===== config.mk =====
export PLATFORM = sky130hd
export DESIGN_NAME = ebus_cycle_seq
export DESIGN_NICKNAME = d
export VERILOG_FILES = /design/src/rtl/ebus_seq_pkg.sv /design/src/rtl/ebus_wait_timer.sv /design/src/rtl/ebus_phase_fsm.sv /design/src/rtl/ebus_datapath.sv /design/src/rtl/ebus_cycle_seq.sv
export SDC_FILE = /design/constraint.sdc
export NUM_CORES = 1
export LEC_CHECK = 0
export ABC_AREA = 0
export BUFFER_PORTS_ARGS = -buffer_cell sky130_fd_sc_hd__buf_2
export CAP_MARGIN = 20
export CORE_MARGIN = 8
export CORE_UTILIZATION = 45
export DETAILED_ROUTE_END_ITERATION = 16
export PLACE_DENSITY = 0.73
export SLEW_MARGIN = 20
export SYNTH_ARGS = -nofsm -noshare
export SYNTH_HDL_FRONTEND = slang
export SYNTH_SLANG_ARGS = --single-unit

===== constraint.sdc =====
create_clock -name clk_i -period 2.6 [get_ports clk_i]
set_input_delay 0.26 -clock clk_i [delete_from_list [all_inputs] [get_ports clk_i]]
set_output_delay 0.26 -clock clk_i [all_outputs]
set_load 0.05 [all_outputs]

===== src/rtl/ebus_seq_pkg.sv =====
package ebus_seq_pkg;

  typedef enum logic [1:0] {
    PH_IDLE,
    PH_SETUP,
    PH_ACTIVE,
    PH_HOLD
  } phase_e;

  // hold cycles after select negates
  function automatic logic [2:0] hold_cycles(input logic       is_wr,
                                             input logic [1:0] rd_code,
                                             input logic [1:0] wr_code,
                                             input logic       auto_ack);
    if (is_wr)         return {1'b0, wr_code} + 3'd1;
    else if (auto_ack) return {1'b0, rd_code};
    else               return {1'b0, rd_code} + 3'd1;
  endfunction

endpackage


===== src/rtl/ebus_wait_timer.sv =====
module ebus_wait_timer #(
  parameter int WW = 6
) (
  input  logic          clk_i,
  input  logic          rst_ni,
  input  logic          load_i,
  input  logic          second_i,
  input  logic          run_i,
  input  logic [WW-1:0] cfg_wait_i,
  input  logic [WW-1:0] cfg_wait2_i,
  input  logic          cfg_wait2_en_i,
  output logic          expired_o
);

  logic [WW-1:0] cnt_q;
  logic [WW-1:0] load_val;

  assign load_val  = (second_i && cfg_wait2_en_i) ? cfg_wait2_i : cfg_wait_i;
  assign expired_o = (cnt_q == '0);

  always_ff @(posedge clk_i or negedge rst_ni) begin
    if (!rst_ni) begin
      cnt_q <= '0;
    end else if (load_i) begin
      cnt_q <= load_val;
    end else if (run_i && cnt_q != '0) begin
      cnt_q <= cnt_q - WW'(1);
    end
  end

endmodule


===== src/rtl/ebus_phase_fsm.sv =====
module ebus_phase_fsm
  import ebus_seq_pkg::*;
#(
  parameter int LW = 2
) (
  input  logic          clk_i,
  input  logic          rst_ni,
  input  logic          req_fire_i,
  input  logic [LW-1:0] req_len_i,
  input  logic [1:0]    cfg_setup_i,
  input  logic          cfg_ext_latch_i,
  input  logic [2:0]    hold_len_i,
  input  logic          beat_end_i,
  output phase_e        phase_o,
  output logic          ale_o,
  output logic          beat_load_o,
  output logic          beat_second_o,
  output logic          last_beat_o,
  output logic          done_o
);

  phase_e        phase_q;
  logic [2:0]    cnt_q;
  logic [LW-1:0] beats_left_q;
  logic          first_q;
  logic          ext_tail_q;
  logic          done_q;
  logic          setup_end;

  assign setup_end     = (phase_q == PH_SETUP) && (cnt_q == 3'd0);
  assign last_beat_o   = (beats_left_q == '0);
  assign beat_load_o   = setup_end ||
                         ((phase_q == PH_ACTIVE) && beat_end_i && !last_beat_o);
  assign beat_second_o = (phase_q == PH_ACTIVE);
  assign phase_o       = phase_q;
  assign done_o        = done_q;
  assign ale_o         = ((phase_q == PH_SETUP) && (first_q || cfg_ext_latch_i)) ||
                         ((phase_q == PH_ACTIVE) && cfg_ext_latch_i && ext_tail_q);

  always_ff @(posedge clk_i or negedge rst_ni) begin
    if (!rst_ni) begin
      phase_q      <= PH_IDLE;
      cnt_q        <= '0;
      beats_left_q <= '0;
      first_q      <= 1'b0;
      ext_tail_q   <= 1'b0;
      done_q       <= 1'b0;
    end else begin
      done_q <= 1'b0;
      unique case (phase_q)
        PH_IDLE: begin
          if (req_fire_i) begin
            phase_q      <= PH_SETUP;
            cnt_q        <= {1'b0, cfg_setup_i};
            beats_left_q <= req_len_i;
            first_q      <= 1'b1;
          end
        end
        PH_SETUP: begin
          first_q <= 1'b0;
          if (cnt_q == 3'd0) begin
            phase_q    <= PH_ACTIVE;
            ext_tail_q <= 1'b1;
          end else begin
            cnt_q <= cnt_q - 3'd1;
          end
        end
        PH_ACTIVE: begin
          ext_tail_q <= 1'b0;
          if (beat_end_i) begin
            if (last_beat_o) begin
              if (hold_len_i == 3'd0) begin
                phase_q <= PH_IDLE;
                done_q  <= 1'b1;
              end else begin
                phase_q <= PH_HOLD;
                cnt_q   <= hold_len_i - 3'd1;
              end
            end else begin
              beats_left_q <= beats_left_q - LW'(1);
            end
          end
        end
        PH_HOLD: begin
          if (cnt_q == 3'd0) begin
            phase_q <= PH_IDLE;
            done_q  <= 1'b1;
          end else begin
            cnt_q <= cnt_q - 3'd1;
          end
        end
        default: phase_q <= PH_IDLE;
      endcase
    end
  end

  a_r3_short_strobe: assert property (@(posedge clk_i) disable iff (!rst_ni)
    (!cfg_ext_latch_i && ale_o) |=> !ale_o);

  a_r11_done_single: assert property (@(posedge clk_i) disable iff (!rst_ni)
    done_o |=> !done_o);

endmodule


===== src/rtl/ebus_datapath.sv =====
module ebus_datapath #(
  parameter int AW = 16,
  parameter int DW = 16
) (
  input  logic          clk_i,
  input  logic          rst_ni,
  input  logic          req_fire_i,
  input  logic [AW-1:0] req_addr_i,
  input  logic          req_write_i,
  input  logic [DW-1:0] req_wdata_i,
  input  logic          busy_i,
  input  logic          step_i,
  input  logic          beat_end_i,
  input  logic [DW-1:0] bus_rdata_i,
  output logic          write_o,
  output logic [AW-1:0] bus_addr_o,
  output logic [DW-1:0] bus_wdata_o,
  output logic          bus_wr_o,
  output logic [DW-1:0] rsp_rdata_o,
  output logic          rsp_valid_o
);

  logic [AW-1:0] addr_q;
  logic [DW-1:0] wdata_q;
  logic          write_q;
  logic [DW-1:0] rdata_q;
  logic          rvalid_q;

  always_ff @(posedge clk_i or negedge rst_ni) begin
    if (!rst_ni) begin
      addr_q  <= '0;
      wdata_q <= '0;
      write_q <= 1'b0;
    end else if (req_fire_i) begin
      addr_q  <= req_addr_i;
      wdata_q <= req_wdata_i;
      write_q <= req_write_i;
    end else if (step_i) begin
      addr_q <= addr_q + AW'(1);
    end
  end

  // sample on the edge that ends a read beat
  always_ff @(posedge clk_i or negedge rst_ni) begin
    if (!rst_ni) begin
      rdata_q  <= '0;
      rvalid_q <= 1'b0;
    end else begin
      rvalid_q <= beat_end_i && !write_q;
      if (beat_end_i && !write_q) rdata_q <= bus_rdata_i;
    end
  end

  assign write_o     = write_q;
  assign bus_addr_o  = busy_i ? addr_q : '0;
  assign bus_wr_o    = busy_i && write_q;
  assign bus_wdata_o = (busy_i && write_q) ? wdata_q : '0;
  assign rsp_rdata_o = rdata_q;
  assign rsp_valid_o = rvalid_q;

endmodule


===== src/rtl/ebus_cycle_seq.sv =====
module ebus_cycle_seq
  import ebus_seq_pkg::*;
#(
  parameter int AW = 16,
  parameter int DW = 16,
  parameter int WW = 6,
  parameter int LW = 2
) (
  input  logic          clk_i,
  input  logic          rst_ni,
  input  logic [1:0]    cfg_setup_i,
  input  logic          cfg_ext_latch_i,
  input  logic [1:0]    cfg_rd_hold_i,
  input  logic [1:0]    cfg_wr_hold_i,
  input  logic [WW-1:0] cfg_wait_i,
  input  logic [WW-1:0] cfg_wait2_i,
  input  logic          cfg_wait2_en_i,
  input  logic          cfg_auto_ack_i,
  input  logic          req_valid_i,
  output logic          req_ready_o,
  input  logic [AW-1:0] req_addr_i,
  input  logic          req_write_i,
  input  logic [DW-1:0] req_wdata_i,
  input  logic [LW-1:0] req_len_i,
  input  logic          ext_ack_i,
  input  logic [DW-1:0] bus_rdata_i,
  output logic          bus_cs_no,
  output logic          bus_ale_o,
  output logic [AW-1:0] bus_addr_o,
  output logic [DW-1:0] bus_wdata_o,
  output logic          bus_wr_o,
  output logic [DW-1:0] rsp_rdata_o,
  output logic          rsp_valid_o,
  output logic          done_o
);

  phase_e     phase;
  logic       req_fire;
  logic       beat_end;
  logic       beat_load;
  logic       beat_second;
  logic       last_beat;
  logic       wait_expired;
  logic       write_q;
  logic [2:0] hold_len;

  assign req_ready_o = (phase == PH_IDLE);
  assign req_fire    = req_valid_i && req_ready_o;
  assign bus_cs_no   = (phase != PH_ACTIVE);
  assign beat_end    = (phase == PH_ACTIVE) &&
                       (cfg_auto_ack_i ? wait_expired : ext_ack_i);
  assign hold_len    = hold_cycles(write_q, cfg_rd_hold_i, cfg_wr_hold_i, cfg_auto_ack_i);

  ebus_phase_fsm #(.LW(LW)) u_fsm (
    .clk_i           (clk_i),
    .rst_ni          (rst_ni),
    .req_fire_i      (req_fire),
    .req_len_i       (req_len_i),
    .cfg_setup_i     (cfg_setup_i),
    .cfg_ext_latch_i (cfg_ext_latch_i),
    .hold_len_i      (hold_len),
    .beat_end_i      (beat_end),
    .phase_o         (phase),
    .ale_o           (bus_ale_o),
    .beat_load_o     (beat_load),
    .beat_second_o   (beat_second),
    .last_beat_o     (last_beat),
    .done_o          (done_o)
  );

  ebus_wait_timer #(.WW(WW)) u_wait (
    .clk_i          (clk_i),
    .rst_ni         (rst_ni),
    .load_i         (beat_load),
    .second_i       (beat_second),
    .run_i          (phase == PH_ACTIVE),
    .cfg_wait_i     (cfg_wait_i),
    .cfg_wait2_i    (cfg_wait2_i),
    .cfg_wait2_en_i (cfg_wait2_en_i),
    .expired_o      (wait_expired)
  );

  ebus_datapath #(.AW(AW), .DW(DW)) u_dp (
    .clk_i       (clk_i),
    .rst_ni      (rst_ni),
    .req_fire_i  (req_fire),
    .req_addr_i  (req_addr_i),
    .req_write_i (req_write_i),
    .req_wdata_i (req_wdata_i),
    .busy_i      (phase != PH_IDLE),
    .step_i      (beat_end && !last_beat),
    .beat_end_i  (beat_end),
    .bus_rdata_i (bus_rdata_i),
    .write_o     (write_q),
    .bus_addr_o  (bus_addr_o),
    .bus_wdata_o (bus_wdata_o),
    .bus_wr_o    (bus_wr_o),
    .rsp_rdata_o (rsp_rdata_o),
    .rsp_valid_o (rsp_valid_o)
  );

  a_r2_strobe_before_cs: assert property (@(posedge clk_i) disable iff (!rst_ni)
    $rose(bus_ale_o) |-> bus_cs_no);

  a_r4_strobe_covers_cs: assert property (@(posedge clk_i) disable iff (!rst_ni)
    (cfg_ext_latch_i && $fell(bus_cs_no)) |-> bus_ale_o);

  a_r7_ext_ack_ends_beat: assert property (@(posedge clk_i) disable iff (!rst_ni)
    (!cfg_auto_ack_i && rsp_valid_o) |-> $past(ext_ack_i));

  a_r9_write_hold_nonzero: assert property (@(posedge clk_i) disable iff (!rst_ni)
    (bus_wr_o && $rose(bus_cs_no)) |-> !done_o);

  a_r14_ready_only_idle: assert property (@(posedge clk_i) disable iff (!rst_ni)
    req_ready_o |-> (bus_cs_no && !bus_wr_o && !bus_ale_o));

endmodule


# After elaboration in Yosys (flattened, before gate mapping)
# Index checks and enable logic that the tools add are counted.
dict set report word_totals {
  regBits 66
  input_bits 76
  wordCells 103
}
dict set report classes {
  addsub 7
  n_eq_ne 12
  muxes 36
  n_reduce_logical 36
}
# op n
set op_table {}
lappend op_table {{2-to-1 mux 16 bit} 4}
lappend op_table {{2-to-1 mux 3 bit} 7}
lappend op_table {{2-to-1 mux 2 bit} 9}
lappend op_table {{2-to-1 mux 6 bit} 3}
lappend op_table {{adder 16 x 1 -> 16 bit, second input constant} 1}
lappend op_table {{!= test 2 bit, second input constant} 7}
lappend op_table {{logical AND 1 bit} 13}
lappend op_table {{nonzero test 2 bit} 6}
lappend op_table {{AND reduction 5 bit} 2}
lappend op_table {{case mux 3 bit (3 select lines)} 1}
lappend op_table {{case mux 2 bit (4 select lines)} 1}
lappend op_table {{2-to-1 mux 1 bit} 7}
lappend op_table {{adder 2 x 1 -> 3 bit, second input constant} 2}
lappend op_table {{logical NOT 3 bit} 2}
lappend op_table {{logical NOT 6 bit} 1}
lappend op_table {{case mux 1 bit (2 select lines)} 3}
lappend op_table {{nonzero test 6 bit} 1}
lappend op_table {{subtractor 3 x 1 -> 3 bit, second input constant} 2}
lappend op_table {{subtractor 6 x 1 -> 6 bit, second input constant} 1}
lappend op_table {{equality test 2 bit, second input constant} 2}
lappend op_table {{logical NOT 2 bit} 2}
lappend op_table {{!= test 2 x 1 -> 1 bit, second input constant} 2}
lappend op_table {{case mux 2 bit (2 select lines)} 1}
lappend op_table {{AND reduction 2 bit} 2}
lappend op_table {{other kinds (6)} 9}

# Longest topological paths before layout
dict set report logic_depth {
  word_depth 8
  ltp_mapped 9
}

# Modules after synthesis
# From an unflattened synthesis, not the netlist that was laid out.
dict set report unflattened {
  hier_cells 345
  area_unflattened_um2 3617.2
}
# mod instances cells_per_inst area_per_inst_um2
set modules_own_cells {}
lappend modules_own_cells {ebus_datapath 1 210 2411.1}
lappend modules_own_cells {ebus_phase_fsm 1 63 610.6}
lappend modules_own_cells {ebus_wait_timer 1 55 473.0}
lappend modules_own_cells {ebus_cycle_seq 1 17 122.6}

# Worst setup path after synthesis
# Ideal clock, no wire load.
dict set report synth_path {
  path_type {register to register}
  from {register u_wait.cnt_q[0]}
  to {register u_dp.rdata_q[10] (netlist: u_dp.rsp_rdata_o[10])}
  arrival_time_ns 2.092
  path_slack_ns 0.383
  stages_incl_launch_ff 8
  synth_period_minus_slack_ns 2.217
  cell_sequence {dfrtp_1 > inv_1 > ha_1 > nor2b_1 > a41oi_2 > nor2_1 > buf_2 > mux2_2}
}
dict set report synth_between {
  elab_chain_cells 4
}
# element line_no
set synth_rtl {}
lappend synth_rtl {{start, declared} ebus_wait_timer.sv:15} ;# logic [WW-1:0] cnt_q;
lappend synth_rtl {{start signal, assigned} ebus_wait_timer.sv:25} ;# cnt_q <= load_val;
lappend synth_rtl {{start signal, assigned} ebus_wait_timer.sv:27} ;# cnt_q <= cnt_q - WW'(1);
lappend synth_rtl {{logical NOT 6 bit} ebus_wait_timer.sv:19} ;# assign expired_o = (cnt_q == '0);
lappend synth_rtl {{2-to-1 mux 1 bit} ebus_cycle_seq.sv:51} ;# (cfg_auto_ack_i ? wait_expired : ext_ack_i);
lappend synth_rtl {{logical AND 1 bit} ebus_cycle_seq.sv:50} ;# assign beat_end = (phase == PH_ACTIVE) &&
lappend synth_rtl {{logical AND 1 bit} ebus_datapath.sv:50} ;# if (beat_end_i && !write_q) rdata_q <= bus_rdata_i;
lappend synth_rtl {{end signal, assigned} ebus_datapath.sv:50}
lappend synth_rtl {{end, declared} ebus_datapath.sv:26} ;# logic [DW-1:0] rdata_q;
# Every way passes these cells.
# A chain may end at the register's enable or synchronous reset.

# Worst setup path in the final report
dict set report layout_path {
  from {register u_wait.cnt_q[0]}
  to {register u_wait.cnt_q[1]}
}
dict set report layout_between {
  elab_chain_cells 7
  elab_cells_between_ends 12
}
# element
set layout_rtl {}
lappend layout_rtl {{parallel branches: the longest is 7 deep, another holds subtractor 6 x 1 -> 6 bit}}
# Several ways; the timed one is not identified. The select of a mux whose other input is x is not followed.

==> results.ini <==
[route]
route.detailed.drc=0
drtPass1Iterations=4
wl_um=9490
vias=3182
ant_nets=0
wl_per_cell_um=15.3
viasPerCell=5.12
drtIter0Drc=141

[cts]
post_cts_buffers=0
clock-sinks=66
clockRootBuffer=clkbuf_8
clkSlewWorstSetupHoldPaths_ns=0.07
cts_tree=done
clk_latency_ns=0.33
cts_resized=0
cts_hold_buffers=1
htreeDepth=3
numCtsBuffers=9
clk_path_buf_depth=2

[hold_path]
hp-class=in -> reg

[final_layout]
seqCellArea_um2=1650
drive_gt1_share_pct=35.7
final_util_pct=57.5
syn_to_final_growth_pct=26.5
antenna_cells=0
fillCellCount=743
multi_input_area_um2=1850
fin_nets=594

[setup_path]
crit_chain=inv_1 -> ha_1 -> nor2b_1 -> a41oi_2 -> nor2_1 -> a21o_1 -> mux2i_1
critical_path.startpoint_type=flip-flop
crit_arrival_ns=2.54
slowest_stage=dfrtp_1
path_buf_inv=1
cpPeakStageDelay_ns=0.40
required_ns=2.85
critical_path_class=reg -> reg
endpoint_kind=flip-flop
cp_top_family=compound AO/OA/AOI/OAI gates
crit_fanout=8

[floorplanning]
die_w_um=106
core_area_um2=8010
die_area_um2=11200
dieHeight_um=106
ios=130
core.rowCount=33
initial_core_util_pct=45.5

[timing]
fmax_mhz=438
hold_violations=0
setup_ws_ns=0.317
fin_skew_ns=0.00803
hold_ws_ns=0.115
final-setup-viol-count=0
fin_crit_sh_pct=87.8
finalCriticalPeriod_ns=2.28
tightest_slew_ns=0.748
slew_headroom_pct=50.2
rsz0062_at_grt=no
tns_ns=0
maxSlewViolCount=0

[run_status]
status=finished, final reports clean

[synthesis]
avgSynthCellArea_um2=9.49
synth-seq-cells=66
netlist.area_leader.share_pct=45.3
synthCells=384
netlist_area_um2=3640
syn_nets=467
synth_top_cell_by_area=dfrtp_1
async_flop_share_pct=100
yosysWarnings=0
ys.flop_type=dfrtp_1
synth_area_leaders=dfrtp_1 (45%), nand2_1 (8.6%), mux2_2 (5.3%), mux2i_1 (4.7%), xnor2_1 (4.3%)
synth_edf_count=0
seq_area_frac_synth_pct=45.3
synthDistinctLibCells=51

[placement]
place_congestion=0.846
place.port_buffers=129
pre_cts_slack_ns=0.371
dp_hpwl_um=7160

[job]
max-cap-violations=0

[global_routing]
grt_pass1_wl_um=15600
overflow=0
grt_usage_pct=16.9
grt_max_degree=51
grt_pass1_vias=3298
antenna_found_initial=0

[pwr]
vdd_drop_max_uv=681
powerDensity_nw_per_um2=1370
power_mw=6.30
leakage_nw=2.30

==> path summary, 6_finish.rpt <==
path | slack [ns] | depth (start not counted) | to | from
min | 0.12 | 3 | u_dp.wdata_q[0] | req_wdata_i[0]
max reg2reg | 0.32 | 7 | u_wait.cnt_q[1] | u_wait.cnt_q[0]
max in group asynchronous | 1.43 | 3 | u_dp.wdata_q[13] | rst_ni
min in group asynchronous | 0.52 | 2 | u_dp.rsp_rdata_o[2] | rst_ni
min reg2reg | 0.47 | 2 | u_dp.wdata_q[13] | u_dp.wdata_q[13]
max | 0.32 | 7 | u_wait.cnt_q[1] | u_wait.cnt_q[0]
==> report_power, final <==
part	leakage (nW)	internal, mW	switching [mW]
logic	1.39	1.09	2.44
registers	0.810	1.52	0.376
clock network	0.103	0.470	0.403
total	2.30	3.08	3.21
==> area by class of cell <==
type	instances	area share (%)
clock inverter	6	1.41
sequential	66	35.9
timing repair buffer	139	16.0
tap	105	2.85
inverter	9	0.788
clock buffer	10	2.99
multi-input combinational	286	40.1
==> sequential cells by signal, indices dropped and copies added (netlist names) <==
signal and flops:
u_dp.wdata_q 16, u_fsm.phase_o 2, u_dp.addr_q 16, u_dp.write_o 1
u_wait.cnt_q 6, u_dp.rsp_valid_o 1, u_fsm.beats_left_q 2, u_fsm.done_o 1
u_fsm.ext_tail_q 1, u_fsm.first_q 1, u_fsm.cnt_q 3, u_dp.rsp_rdata_o 16
==> logic make-up after synthesis <==
family	share of synthesized area, %
AOI/OAI and AO/OA	7.42
xor gates and xnor gates	5.05
adders and majority gates	2.40
buffers and inverters	3.95
DFF	45.3
muxes	9.93
and+or+nand+nor	25.9
==> routing by layer <==
| layer | vias up | wire [µm] | track usage, % |
|---|---|---|---|
| li1 | 1565 | - | - |
| met1 | 1494 | 3870 | 19.2 |
| met2 | 111 | 4690 | 28.0 |
| met3 | 12 | 764 | 6.23 |
| met4 | 0 | 170 | 7.24 |
| met5 | - | 0 | 0 |
==> placed cells by master, fill, tap and decap left out, drive strengths merged, types with 7 or more instances in the layout <==
cell    instances
and3           16
inv            10
o21ai          25
ha              7
xnor2          18
dfrtp          66
and2           19
nand3           9
mux2           17
buf           138
clkbuf         10
mux2i          17
nor2           14
nand2          83
==> stage by stage <==
| stage | std cells | instance area (µm²) |
|---|---|---|
| global placement | 604 | 4390 |
| detailed placement | 604 | 4390 |
| finish | 621 | 4610 |
| global route | 621 | 4610 |
| CTS | 621 | 4610 |
| floorplan | 384 | 3640 |
==> worst min-delay path, delay by kind of cell <==
kind / cells / cell delay (ns)
and+or+nand+nor: 2 / 0.09
buffers and inverters: 1 / 0.07
==> cell usage after synthesis, types with 3 or more instances <==
master and instances:
nor2b_1 6, and3_1 16, o21ai_0 16, nand4_1 3, dfrtp_1 66, o21ai_1 9, xor2_1 3, inv_1 7
nand2_1 83, nand3_1 9, mux2_2 17, ha_1 7, clkbuf_1 17, and2_1 19, nor2_1 14, a211oi_1 3
nor3_1 6, xnor2_1 18, a21oi_1 3, mux2i_1 17, nor4_2 5, nand2b_1 3
No activity file was read; power rests on OpenSTA's default activity.
